<file path="src/rtl/alc_pkg.sv">
package alc_pkg;
    typedef enum logic [1:0] {
        LV_OK    = 2'd0,
        LV_LOUD  = 2'd1,
        LV_QUIET = 2'd2,
        LV_GATE  = 2'd3
    } level_e;

    typedef enum logic [2:0] {
        ST_IDLE  = 3'd0,
        ST_HOLD  = 3'd1,
        ST_RAISE = 3'd2,
        ST_LOWER = 3'd3,
        ST_GATE  = 3'd4
    } alc_state_e;
endpackage

</file>
<file path="src/rtl/alc_level_detect.sv">
module alc_level_detect
    import alc_pkg::*;
#(
    parameter int SW = 16
) (
    input  logic          clk,
    input  logic          rst_n,
    input  logic          sample_valid,
    input  logic [SW-1:0] sample_in,
    input  logic [3:0]    target_lvl,
    input  logic          gate_en,
    input  logic [2:0]    gate_thr,
    output level_e        level,
    output logic          zc_hit
);
    localparam int MW = SW + 1;

    logic [MW-1:0] ext_s, mag, hi_lvl, lo_lvl, gate_lvl;
    level_e        lvl_next, level_q;
    logic          sign_q;

    always_comb begin
        ext_s    = {sample_in[SW-1], sample_in};
        mag      = ext_s[MW-1] ? (~ext_s + MW'(1)) : ext_s;
        hi_lvl   = (MW'(target_lvl) + MW'(1)) << (SW - 5);
        lo_lvl   = hi_lvl >> 1;
        gate_lvl = (MW'(gate_thr) + MW'(1)) << (SW - 9);
        if (gate_en && (mag < gate_lvl))
            lvl_next = LV_GATE;
        else if (mag > hi_lvl)
            lvl_next = LV_LOUD;
        else if (mag < lo_lvl)
            lvl_next = LV_QUIET;
        else
            lvl_next = LV_OK;
    end

    always_ff @(posedge clk or negedge rst_n) begin
        if (!rst_n) begin
            level_q <= LV_OK;
            sign_q  <= 1'b0;
        end else if (sample_valid) begin
            level_q <= lvl_next;
            sign_q  <= sample_in[SW-1];
        end
    end

    assign level  = level_q;
    assign zc_hit = sample_in[SW-1] ^ sign_q;

    AST_GATE_NEEDS_ENABLE: assert property (@(posedge clk) disable iff (!rst_n)
        (sample_valid && !gate_en) |=> (level != LV_GATE));
endmodule

</file>
<file path="src/rtl/alc_step_timer.sv">
module alc_step_timer
    import alc_pkg::*;
#(
    parameter int CW           = 32,
    parameter int HOLD_BASE    = 32768,
    parameter int ATK_BASE     = 1275,
    parameter int DCY_BASE     = 5069,
    parameter int ATK_BASE_LIM = 276,
    parameter int DCY_BASE_LIM = 1121
) (
    input  logic       clk,
    input  logic       rst_n,
    input  logic       alc_en,
    input  logic       lim_mode,
    input  level_e     level,
    input  logic [3:0] hold_sel,
    input  logic [3:0] attack_sel,
    input  logic [3:0] decay_sel,
    output logic       fire_up,
    output logic       fire_dn,
    output logic       ramping,
    output logic       in_gate
);
    alc_state_e    st_q, st_next, entry_st;
    logic [CW-1:0] cnt_q, atk_iv, dcy_iv, hold_iv;
    logic          hold_done;

    always_comb begin
        atk_iv  = (lim_mode ? CW'(ATK_BASE_LIM) : CW'(ATK_BASE)) << attack_sel;
        dcy_iv  = (lim_mode ? CW'(DCY_BASE_LIM) : CW'(DCY_BASE)) << decay_sel;
        hold_iv = (hold_sel == 4'd0) ? '0 : (CW'(HOLD_BASE) << (hold_sel - 4'd1));
        hold_done = (cnt_q == hold_iv - CW'(1));
    end

    always_comb begin
        unique case (level)
            LV_LOUD:  entry_st = ST_LOWER;
            LV_QUIET: entry_st = (hold_sel == 4'd0) ? ST_RAISE : ST_HOLD;
            LV_GATE:  entry_st = ST_GATE;
            default:  entry_st = ST_IDLE;
        endcase
    end

    always_comb begin
        st_next = st_q;
        if (!alc_en) begin
            st_next = ST_IDLE;
        end else begin
            unique case (st_q)
                ST_IDLE:  if (level != LV_OK) st_next = entry_st;
                ST_HOLD: begin
                    if (level != LV_QUIET) st_next = entry_st;
                    else if (hold_done)    st_next = ST_RAISE;
                end
                ST_RAISE: if (level != LV_QUIET) st_next = entry_st;
                ST_LOWER: if (level != LV_LOUD)  st_next = entry_st;
                ST_GATE:  if (level != LV_GATE)  st_next = entry_st;
                default:  st_next = ST_IDLE;
            endcase
        end
    end

    always_ff @(posedge clk or negedge rst_n) begin
        if (!rst_n) st_q <= ST_IDLE;
        else        st_q <= st_next;
    end

    always_comb begin
        fire_up = (st_q == ST_RAISE) && (st_next == ST_RAISE) && (cnt_q == dcy_iv - CW'(1));
        fire_dn = (st_q == ST_LOWER) && (st_next == ST_LOWER) && (cnt_q == atk_iv - CW'(1));
        ramping = (st_q == ST_RAISE) || (st_q == ST_LOWER);
        in_gate = (st_q == ST_GATE);
    end

    always_ff @(posedge clk or negedge rst_n) begin
        if (!rst_n)
            cnt_q <= '0;
        else if ((st_next != st_q) || fire_up || fire_dn || (st_q == ST_IDLE) || (st_q == ST_GATE))
            cnt_q <= '0;
        else
            cnt_q <= cnt_q + CW'(1);
    end

    AST_RAISE_ONLY_QUIET: assert property (@(posedge clk) disable iff (!rst_n)
        fire_up |-> (level == LV_QUIET && alc_en));
    AST_LOWER_ONLY_LOUD: assert property (@(posedge clk) disable iff (!rst_n)
        fire_dn |-> (level == LV_LOUD && alc_en));
    AST_GATE_CLEARS_OFF: assert property (@(posedge clk) disable iff (!rst_n)
        !alc_en |=> !in_gate);
endmodule

</file>
<file path="src/rtl/alc_gain_reg.sv">
module alc_gain_reg #(
    parameter int GAIN_RST   = 16,
    parameter int ZC_TIMEOUT = 65536
) (
    input  logic       clk,
    input  logic       rst_n,
    input  logic       alc_en,
    input  logic       ramping,
    input  logic       fire_up,
    input  logic       fire_dn,
    input  logic       zc_en,
    input  logic       sample_valid,
    input  logic       zc_hit,
    input  logic [2:0] max_sel,
    input  logic [2:0] min_sel,
    output logic [5:0] gain_code
);
    localparam int ZW = $clog2(ZC_TIMEOUT + 1);

    logic [5:0]    gain_q, max_g, min_g;
    logic          pend_up_q, pend_dn_q, zc_go, do_up, do_dn, active;
    logic [ZW-1:0] zc_cnt_q;

    always_comb begin
        max_g  = {max_sel, 3'b111};
        min_g  = {min_sel, 3'b000};
        active = alc_en && ramping;
        zc_go  = sample_valid && (zc_hit || (zc_cnt_q == ZW'(ZC_TIMEOUT - 1)));
        do_up  = active && ((fire_up && !zc_en) || (pend_up_q && zc_en && zc_go));
        do_dn  = active && ((fire_dn && !zc_en) || (pend_dn_q && zc_en && zc_go));
    end

    always_ff @(posedge clk or negedge rst_n) begin
        if (!rst_n) begin
            pend_up_q <= 1'b0;
            pend_dn_q <= 1'b0;
            zc_cnt_q  <= '0;
        end else if (!active) begin
            pend_up_q <= 1'b0;
            pend_dn_q <= 1'b0;
            zc_cnt_q  <= '0;
        end else begin
            if ((pend_up_q || pend_dn_q) && zc_go) begin
                pend_up_q <= 1'b0;
                pend_dn_q <= 1'b0;
                zc_cnt_q  <= '0;
            end else if ((pend_up_q || pend_dn_q) && sample_valid) begin
                zc_cnt_q <= zc_cnt_q + ZW'(1);
            end
            if (fire_up && zc_en) begin
                pend_up_q <= 1'b1;
                pend_dn_q <= 1'b0;
            end else if (fire_dn && zc_en) begin
                pend_up_q <= 1'b0;
                pend_dn_q <= 1'b1;
            end
        end
    end

    always_ff @(posedge clk or negedge rst_n) begin
        if (!rst_n)
            gain_q <= 6'(GAIN_RST);
        else if (do_up && (gain_q < max_g))
            gain_q <= gain_q + 6'd1;
        else if (do_dn && (gain_q > min_g))
            gain_q <= gain_q - 6'd1;
    end

    assign gain_code = gain_q;

    AST_UNIT_STEP: assert property (@(posedge clk) disable iff (!rst_n)
        (gain_q == $past(gain_q)) || (gain_q == $past(gain_q) + 6'd1) || (gain_q == $past(gain_q) - 6'd1));
    AST_CEILING: assert property (@(posedge clk) disable iff (!rst_n)
        (gain_q > $past(gain_q)) |-> (gain_q <= {$past(max_sel), 3'b111}));
    AST_FLOOR: assert property (@(posedge clk) disable iff (!rst_n)
        (gain_q < $past(gain_q)) |-> (gain_q >= {$past(min_sel), 3'b000}));
    AST_ZC_ON_SAMPLE: assert property (@(posedge clk) disable iff (!rst_n)
        ($past(zc_en) && (gain_q != $past(gain_q))) |-> $past(sample_valid));
    AST_DISABLED_FROZEN: assert property (@(posedge clk) disable iff (!rst_n)
        !alc_en |=> $stable(gain_q));
endmodule

</file>
<file path="src/rtl/alc_gain_ctrl.sv">
module alc_gain_ctrl
    import alc_pkg::*;
#(
    parameter int SW           = 16,
    parameter int CW           = 32,
    parameter int HOLD_BASE    = 32768,
    parameter int ATK_BASE     = 1275,
    parameter int DCY_BASE     = 5069,
    parameter int ATK_BASE_LIM = 276,
    parameter int DCY_BASE_LIM = 1121,
    parameter int ZC_TIMEOUT   = 65536,
    parameter int GAIN_RST     = 16
) (
    input  logic          clk,
    input  logic          rst_n,
    input  logic          alc_en,
    input  logic          lim_mode,
    input  logic          zc_en,
    input  logic          gate_en,
    input  logic [2:0]    gate_thr,
    input  logic [3:0]    target_lvl,
    input  logic [2:0]    max_sel,
    input  logic [2:0]    min_sel,
    input  logic [3:0]    hold_sel,
    input  logic [3:0]    attack_sel,
    input  logic [3:0]    decay_sel,
    input  logic          sample_valid,
    input  logic [SW-1:0] sample_in,
    output logic [5:0]    gain_code,
    output logic          gate_active
);
    level_e level;
    logic   zc_hit, fire_up, fire_dn, ramping, in_gate;

    alc_level_detect #(.SW(SW)) u_detect (
        .clk(clk), .rst_n(rst_n), .sample_valid(sample_valid), .sample_in(sample_in),
        .target_lvl(target_lvl), .gate_en(gate_en), .gate_thr(gate_thr),
        .level(level), .zc_hit(zc_hit)
    );

    alc_step_timer #(
        .CW(CW), .HOLD_BASE(HOLD_BASE), .ATK_BASE(ATK_BASE), .DCY_BASE(DCY_BASE),
        .ATK_BASE_LIM(ATK_BASE_LIM), .DCY_BASE_LIM(DCY_BASE_LIM)
    ) u_timer (
        .clk(clk), .rst_n(rst_n), .alc_en(alc_en), .lim_mode(lim_mode), .level(level),
        .hold_sel(hold_sel), .attack_sel(attack_sel), .decay_sel(decay_sel),
        .fire_up(fire_up), .fire_dn(fire_dn), .ramping(ramping), .in_gate(in_gate)
    );

    alc_gain_reg #(.GAIN_RST(GAIN_RST), .ZC_TIMEOUT(ZC_TIMEOUT)) u_gain (
        .clk(clk), .rst_n(rst_n), .alc_en(alc_en), .ramping(ramping),
        .fire_up(fire_up), .fire_dn(fire_dn), .zc_en(zc_en),
        .sample_valid(sample_valid), .zc_hit(zc_hit),
        .max_sel(max_sel), .min_sel(min_sel), .gain_code(gain_code)
    );

    assign gate_active = in_gate;

    AST_GATE_FREEZE: assert property (@(posedge clk) disable iff (!rst_n)
        gate_active |=> $stable(gain_code));
endmodule

</file>
<file path="config.mk">
export PLATFORM = sky130hd
export DESIGN_NAME = alc_gain_ctrl
export DESIGN_NICKNAME = d
export VERILOG_FILES = /design/src/rtl/alc_pkg.sv /design/src/rtl/alc_level_detect.sv /design/src/rtl/alc_step_timer.sv /design/src/rtl/alc_gain_reg.sv /design/src/rtl/alc_gain_ctrl.sv
export SDC_FILE = /design/constraint.sdc
export NUM_CORES = 1
export LEC_CHECK = 0
export BUFFER_PORTS_ARGS = -buffer_cell sky130_fd_sc_hd__buf_2
export CAP_MARGIN = 20
export CORE_MARGIN = 10
export CORE_UTILIZATION = 36
export DETAILED_ROUTE_END_ITERATION = 12
export SYNTH_ARGS = -nofsm -noshare
export SYNTH_HDL_FRONTEND = slang
export SYNTH_SLANG_ARGS = --single-unit
</file>
<file path="constraint.sdc">
create_clock -name clk -period 5.9 [get_ports clk]
set_input_delay 0.885 -clock clk [delete_from_list [all_inputs] [get_ports clk]]
set_output_delay 0.885 -clock clk [all_outputs]
set_load 0.01 [all_outputs]
</file>
== Word-level counts from Yosys, hierarchy flattened ==
Index checks and enable logic that the tools add are counted.
Storage, ports and cells
  logic and storage cells: 113
  input bits: 48
  bits in registers: 63
Operators by class
  order comparisons: 5
  multiplexer cells: 30
  add/sub/neg operators: 11
  reductions and logical operators: 35
  shift operators: 3
  bitwise gates (word level): 2
  equality and inequality tests: 19
Operators with widths (count)
  32-bit == test: 3
  32-bit by 1-bit subtractor with 32-bit output (second input constant): 3
  17-bit 2-to-1 mux: 4
  32-bit 2-to-1 mux: 2
  32-bit by 4-bit left shift with 32-bit output: 2
  17-bit by 1-bit adder with 17-bit output (second input constant): 2
  32-bit by 1-bit adder with 32-bit output (second input constant): 1
  16-bit by 4-bit left shift with 32-bit output (first input constant): 1
  1-bit logical AND: 21
  3-bit 2-to-1 mux: 7
  17-bit by 16-bit == test with 1-bit output (second input constant): 1
  17-bit greater-than comparator: 1
  17-bit by 16-bit less-than comparator with 1-bit output: 1
  17-bit less-than comparator: 1
  17-bit inverter: 1
  3-bit one-hot mux with 5 select lines: 1
  13-bit 2-to-1 mux: 1
  3-bit by 2-bit == test with 1-bit output (second input constant): 4
  6-bit 2-to-1 mux: 2
  11-bit 2-to-1 mux: 1
  1-bit logical OR: 9
  3-bit one-hot mux with 3 select lines: 1
  2-bit 2-to-1 mux: 4
  1-bit 2-to-1 mux: 7
  other kinds (21): 24

== Longest topological paths before layout ==
  word-level depth: 18
  gate-level depth with buffers: 22

== Hierarchy ==
A second synthesis with hierarchy kept.
Unflattened totals
  cells, all modules: 1156
  area total of the unflattened synthesis: 8712.1 µm²
Modules (own cells, without submodules)
  alc_step_timer: cells an instance 853, instances 1, sequential area each 875.8 µm², area each 6097.1 µm²
  alc_gain_reg: cells an instance 178, instances 1, sequential area each 626.9 µm², area each 1657.8 µm²
  alc_level_detect: cells an instance 125, instances 1, sequential area each 75.1 µm², area each 957.2 µm²

== Least setup slack after synthesis ==
No wires, ideal clock.
  path type: input port to flip-flop
  start: input port lim_mode
  end: register u_gain.gain_q[5] (netlist: u_gain.gain_code[5])
  cell stages on the path: 22
  slack: 630 ps
  arrival: 5199 ps
  required time: 5829 ps
  cell sequence: clkbuf_2 -> inv_1 -> clkbuf_1 -> ha_1 -> clkbuf_1 -> inv_1 -> mux4_2 -> mux2i_1 -> xor2_1 -> a41oi_1 -> a2111oi_0 -> nand4b_1 -> o21ai_0 -> inv_1 -> ha_1 -> a21o_1 -> a21oi_1 -> o21bai_1 -> a21oi_1 -> nand2_1 -> o32a_1 -> nand4_1
On the way
  longest elaborated chain between the ends: 10
RTL lines
  from (decl): line alc_gain_ctrl.sv:17  | input logic lim_mode,
  13-bit 2-to-1 mux / 11-bit 2-to-1 mux (equally long branches): line alc_step_timer.sv:30, alc_step_timer.sv:29
  32-bit by 4-bit left shift with 32-bit output (on tied branches): line alc_step_timer.sv:30, alc_step_timer.sv:29
  32-bit by 1-bit subtractor with 32-bit output (on tied branches): line alc_step_timer.sv:69, alc_step_timer.sv:70
  32-bit == test (on tied branches): line alc_step_timer.sv:69, alc_step_timer.sv:70
  1-bit logical AND (on tied branches): line alc_step_timer.sv:69, alc_step_timer.sv:70
  1-bit logical AND (on tied branches): line alc_gain_reg.sv:29, alc_gain_reg.sv:30
  1-bit logical OR (on tied branches): line alc_gain_reg.sv:29, alc_gain_reg.sv:30
  1-bit logical AND (on tied branches): line alc_gain_reg.sv:29, alc_gain_reg.sv:30
  1-bit logical AND (on tied branches): line alc_gain_reg.sv:63, alc_gain_reg.sv:65
  6-bit 2-to-1 mux / 2-bit nonzero test (equally long branches)
  to (signal assigned): line alc_gain_reg.sv:62  | gain_q <= 6'(GAIN_RST);
  to (signal assigned): line alc_gain_reg.sv:64  | gain_q <= gain_q + 6'd1;
  to (signal assigned): line alc_gain_reg.sv:66  | gain_q <= gain_q - 6'd1;
  to (decl): line alc_gain_reg.sv:20  | logic [5:0] gain_q, max_g, min_g;
Several ways; a longest one is shown, not always the timed one.
A chain may end at the register's enable or synchronous reset.

== Worst setup path after layout ==
Same ends and word-level chain as after synthesis.

==> flow_metrics.tcl <==
set metrics [dict create \
    wire_per_inst_um 17.20 \
    clock-root-buffer "clkbuf_16" \
    fillerInstances 2449 \
    synth.distinct_cells 95 \
    antenna_left 0 \
    p_per_area_mw_per_mm2 159.5 \
    grt_usage_pct 15.83 \
    syn-num-nets 1227 \
    min_period_ns 5.186 \
    yosysTopAreaCellShare_pct 17.61 \
    cts_tree "yes" \
    grt_start_max_net_pins 64 \
    die_area_mm2 0.03112 \
    die_h_um 176.4 \
    grt_pass1_vias 7782 \
    hold_viol 0 \
    leakage_nw 3.768 \
    ys.flop_type "dfrtp_1" \
    drive_above_1_share_pct 14.99 \
    cp.arrival_ns 5.44 \
    fmax_mhz 192.8 \
    route.detailed.drc 0 \
    clk_pin_slew_worst_paths_ns 0.05 \
    period_share_pct 87.89 \
    syn_to_final_growth_pct 8.920 \
    async_flop_share_pct 100.0 \
    endpoint_kind "flop" \
    synth.most_common_cell "nor2_1" \
    cts_sinks 63 \
    synth_cells 1139 \
    die_x_um 176.4 \
    ctsLongestPathBuffers 2 \
    coreArea_mm2 0.02418 \
    postCtsResizedCells 0 \
    clk_latency_ns 0.33 \
    routed_wl_um 25420 \
    io_pins 55 \
    gp_congestion 0.9058 \
    n_antenna_cell 0 \
    port_buffers 54 \
    hold_slack_ns 0.4780 \
    synth_edf_count 0 \
    min_path_type "flop to flop" \
    overflow 0 \
    grt_setup_unrepaired "false" \
    antenna_found_initial 0 \
    worst_pin_slew_ns 0.8727 \
    placed_area_mm2 0.009303 \
    grt_pass1_wl_um 41230 \
    crit_type "primary input to flop" \
    drtIter0Drc 606 \
    vdd_drop_max_mv 0.09220 \
    syn-cell-area_mm2 0.008808 \
    relSlewSlack_pct 41.82 \
    synth_area_leaders "dfrtp_1, xnor2_1, ha_1" \
    hold_depth 2 \
    multiInputGateArea_mm2 0.006643 \
    syn_avg_cell_area_um2 7.733 \
    nets 1237 \
    start_util_pct 36.43 \
    reg2reg_depth 17 \
    cap_violations 0 \
    ys_top_cells_by_count "nor2_1, nand2_1, dfrtp_1, xnor2_1, o21ai_0" \
    hpwl_um 19180 \
    yosys_warnings 0 \
    fin_setup_tns_ns 0 \
    start_kind "primary input" \
    drt_pass1_iterations 7 \
    timing.final.ws_setup_ns 0.7142 \
    fp-row-count 57 \
    setup_viol 0 \
    cts_hold_buf 0 \
    synth_seq_cells 63 \
    yosysSeqAreaShare_pct 17.91 \
    fin_area_mm2 0.009594 \
    status "finished, final reports clean" \
    cts_setup_buffers 0 \
    skew_ns 0.008154 \
    worstPathMaxFanout 10 \
    cts_inserted_buffers 9 \
    place_ws_ns 0.3555 \
    vias_per_cell 5.779 \
    crit_required_ns 6.16 \
    h-tree-depth 3 \
    vias 8542 \
    yosysTopAreaCell "dfrtp_1" \
    drv_slew 0 \
    seqCellArea_mm2 0.001578 \
]
[through the flow]
stage / total power, mW / util, % / std cells
2_1_floorplan: 0.8898 / - / 1139
3_3_place_gp: 1.010 / 38.48 / 1462
3_5_place_dp: 1.014 / 38.48 / 1462
4_1_cts: 1.539 / 39.68 / 1478
5_1_grt: 1.622 / 39.68 / 1478
6_report: 1.530 / 39.68 / 1478
[state kept, by name, summed over array words and instances (netlist names)]
name              count
u_timer.cnt_q        32
u_gain.zc_cnt_q      17
u_detect.level        2
u_gain.pend_dn_q      1
u_detect.sign_q       1
u_timer.st_q          3
u_gain.gain_code      6
u_gain.pend_up_q      1
[area by class of cell]
| cell class | count | area share, % |
|---|---|---|
| Tap cell | 324 | 4.225 |
| Multi-Input combinational cell | 948 | 69.24 |
| Sequential cell | 63 | 16.44 |
| Inverter | 41 | 1.604 |
| Clock buffer | 12 | 2.569 |
| Clock inverter | 4 | 0.4695 |
| Timing Repair Buffer | 86 | 5.451 |
[per-layer routing]
| layer | vias to the layer above | share of wire [%] | global-route usage [%] |
|---|---|---|---|
| met5 | - | 0 | 0 |
| met4 | 0 | 1.1 | 3.292 |
| met3 | 25 | 4.4 | 1.666 |
| met2 | 223 | 47 | 26.33 |
| met1 | 4100 | 48 | 21.68 |
| li1 | 4194 | - | - |
[cell usage in the layout, fill, tap and decap left out, types with 40 or more instances in the layout]
cell type,Yosys,layout
xnor2_1,62,62
nor3_1,40,40
nand3_1,49,49
dfrtp_1,62,62
nand2_1,75,75
xor2_1,52,52
nor2_1,84,84
a21oi_1,48,48
o21ai_0,55,55
buf_2,22,54
[power by group]
part	internal, mW	switching (mW)	total [mW]
registers	0.441	0.0178	0.459
clock network	0.336	0.182	0.519
logic	0.213	0.340	0.553
[worst paths after layout]
check                                     from             endpoint  slack (ns)
setup / recovery                      lim_mode  u_gain.gain_code[5]        0.71
hold / removal             u_gain.zc_cnt_q[16]  u_gain.zc_cnt_q[16]        0.48
setup reg to reg             u_detect.level[1]  u_gain.gain_code[5]        1.47
hold reg to reg            u_gain.zc_cnt_q[16]  u_gain.zc_cnt_q[16]        0.48
max in group asynchronous                rst_n    u_detect.level[1]        4.63
min in group asynchronous                rst_n  u_gain.gain_code[0]        0.73
[logic make-up (layout without fill, tap and decap cells)]
logic type      after synthesis  in the layout  share of synthesized area (%)
simple gates                492            492                          32.47
compound gates              270            270                          21.22
buf+inv                     128            143                          6.676
xor+xnor                    115            115                          11.59
flops                        63             63                          17.91
fa+ha+maj                    40             40                          5.767
mux                          31             31                          4.361
[worst max-delay path: stages]
cell      delay (ns)
buf_2           0.19
inv_1           0.14
ha_1            0.35
or2_2           0.33
a222oi_1        0.37
o21bai_1        0.13
a311o_1         0.38
nor3_1          0.29
xnor2_1         0.14
nand4b_1        0.20
o21ai_0         0.50
inv_1           0.13
buf_4           0.19
ha_1            0.31
a21oi_1         0.22
o21bai_1        0.09
a21oi_1         0.24
nand2_1         0.08
o32a_1          0.18
nand4_1         0.08
Note: power is estimated with default switching activity, not from simulation.
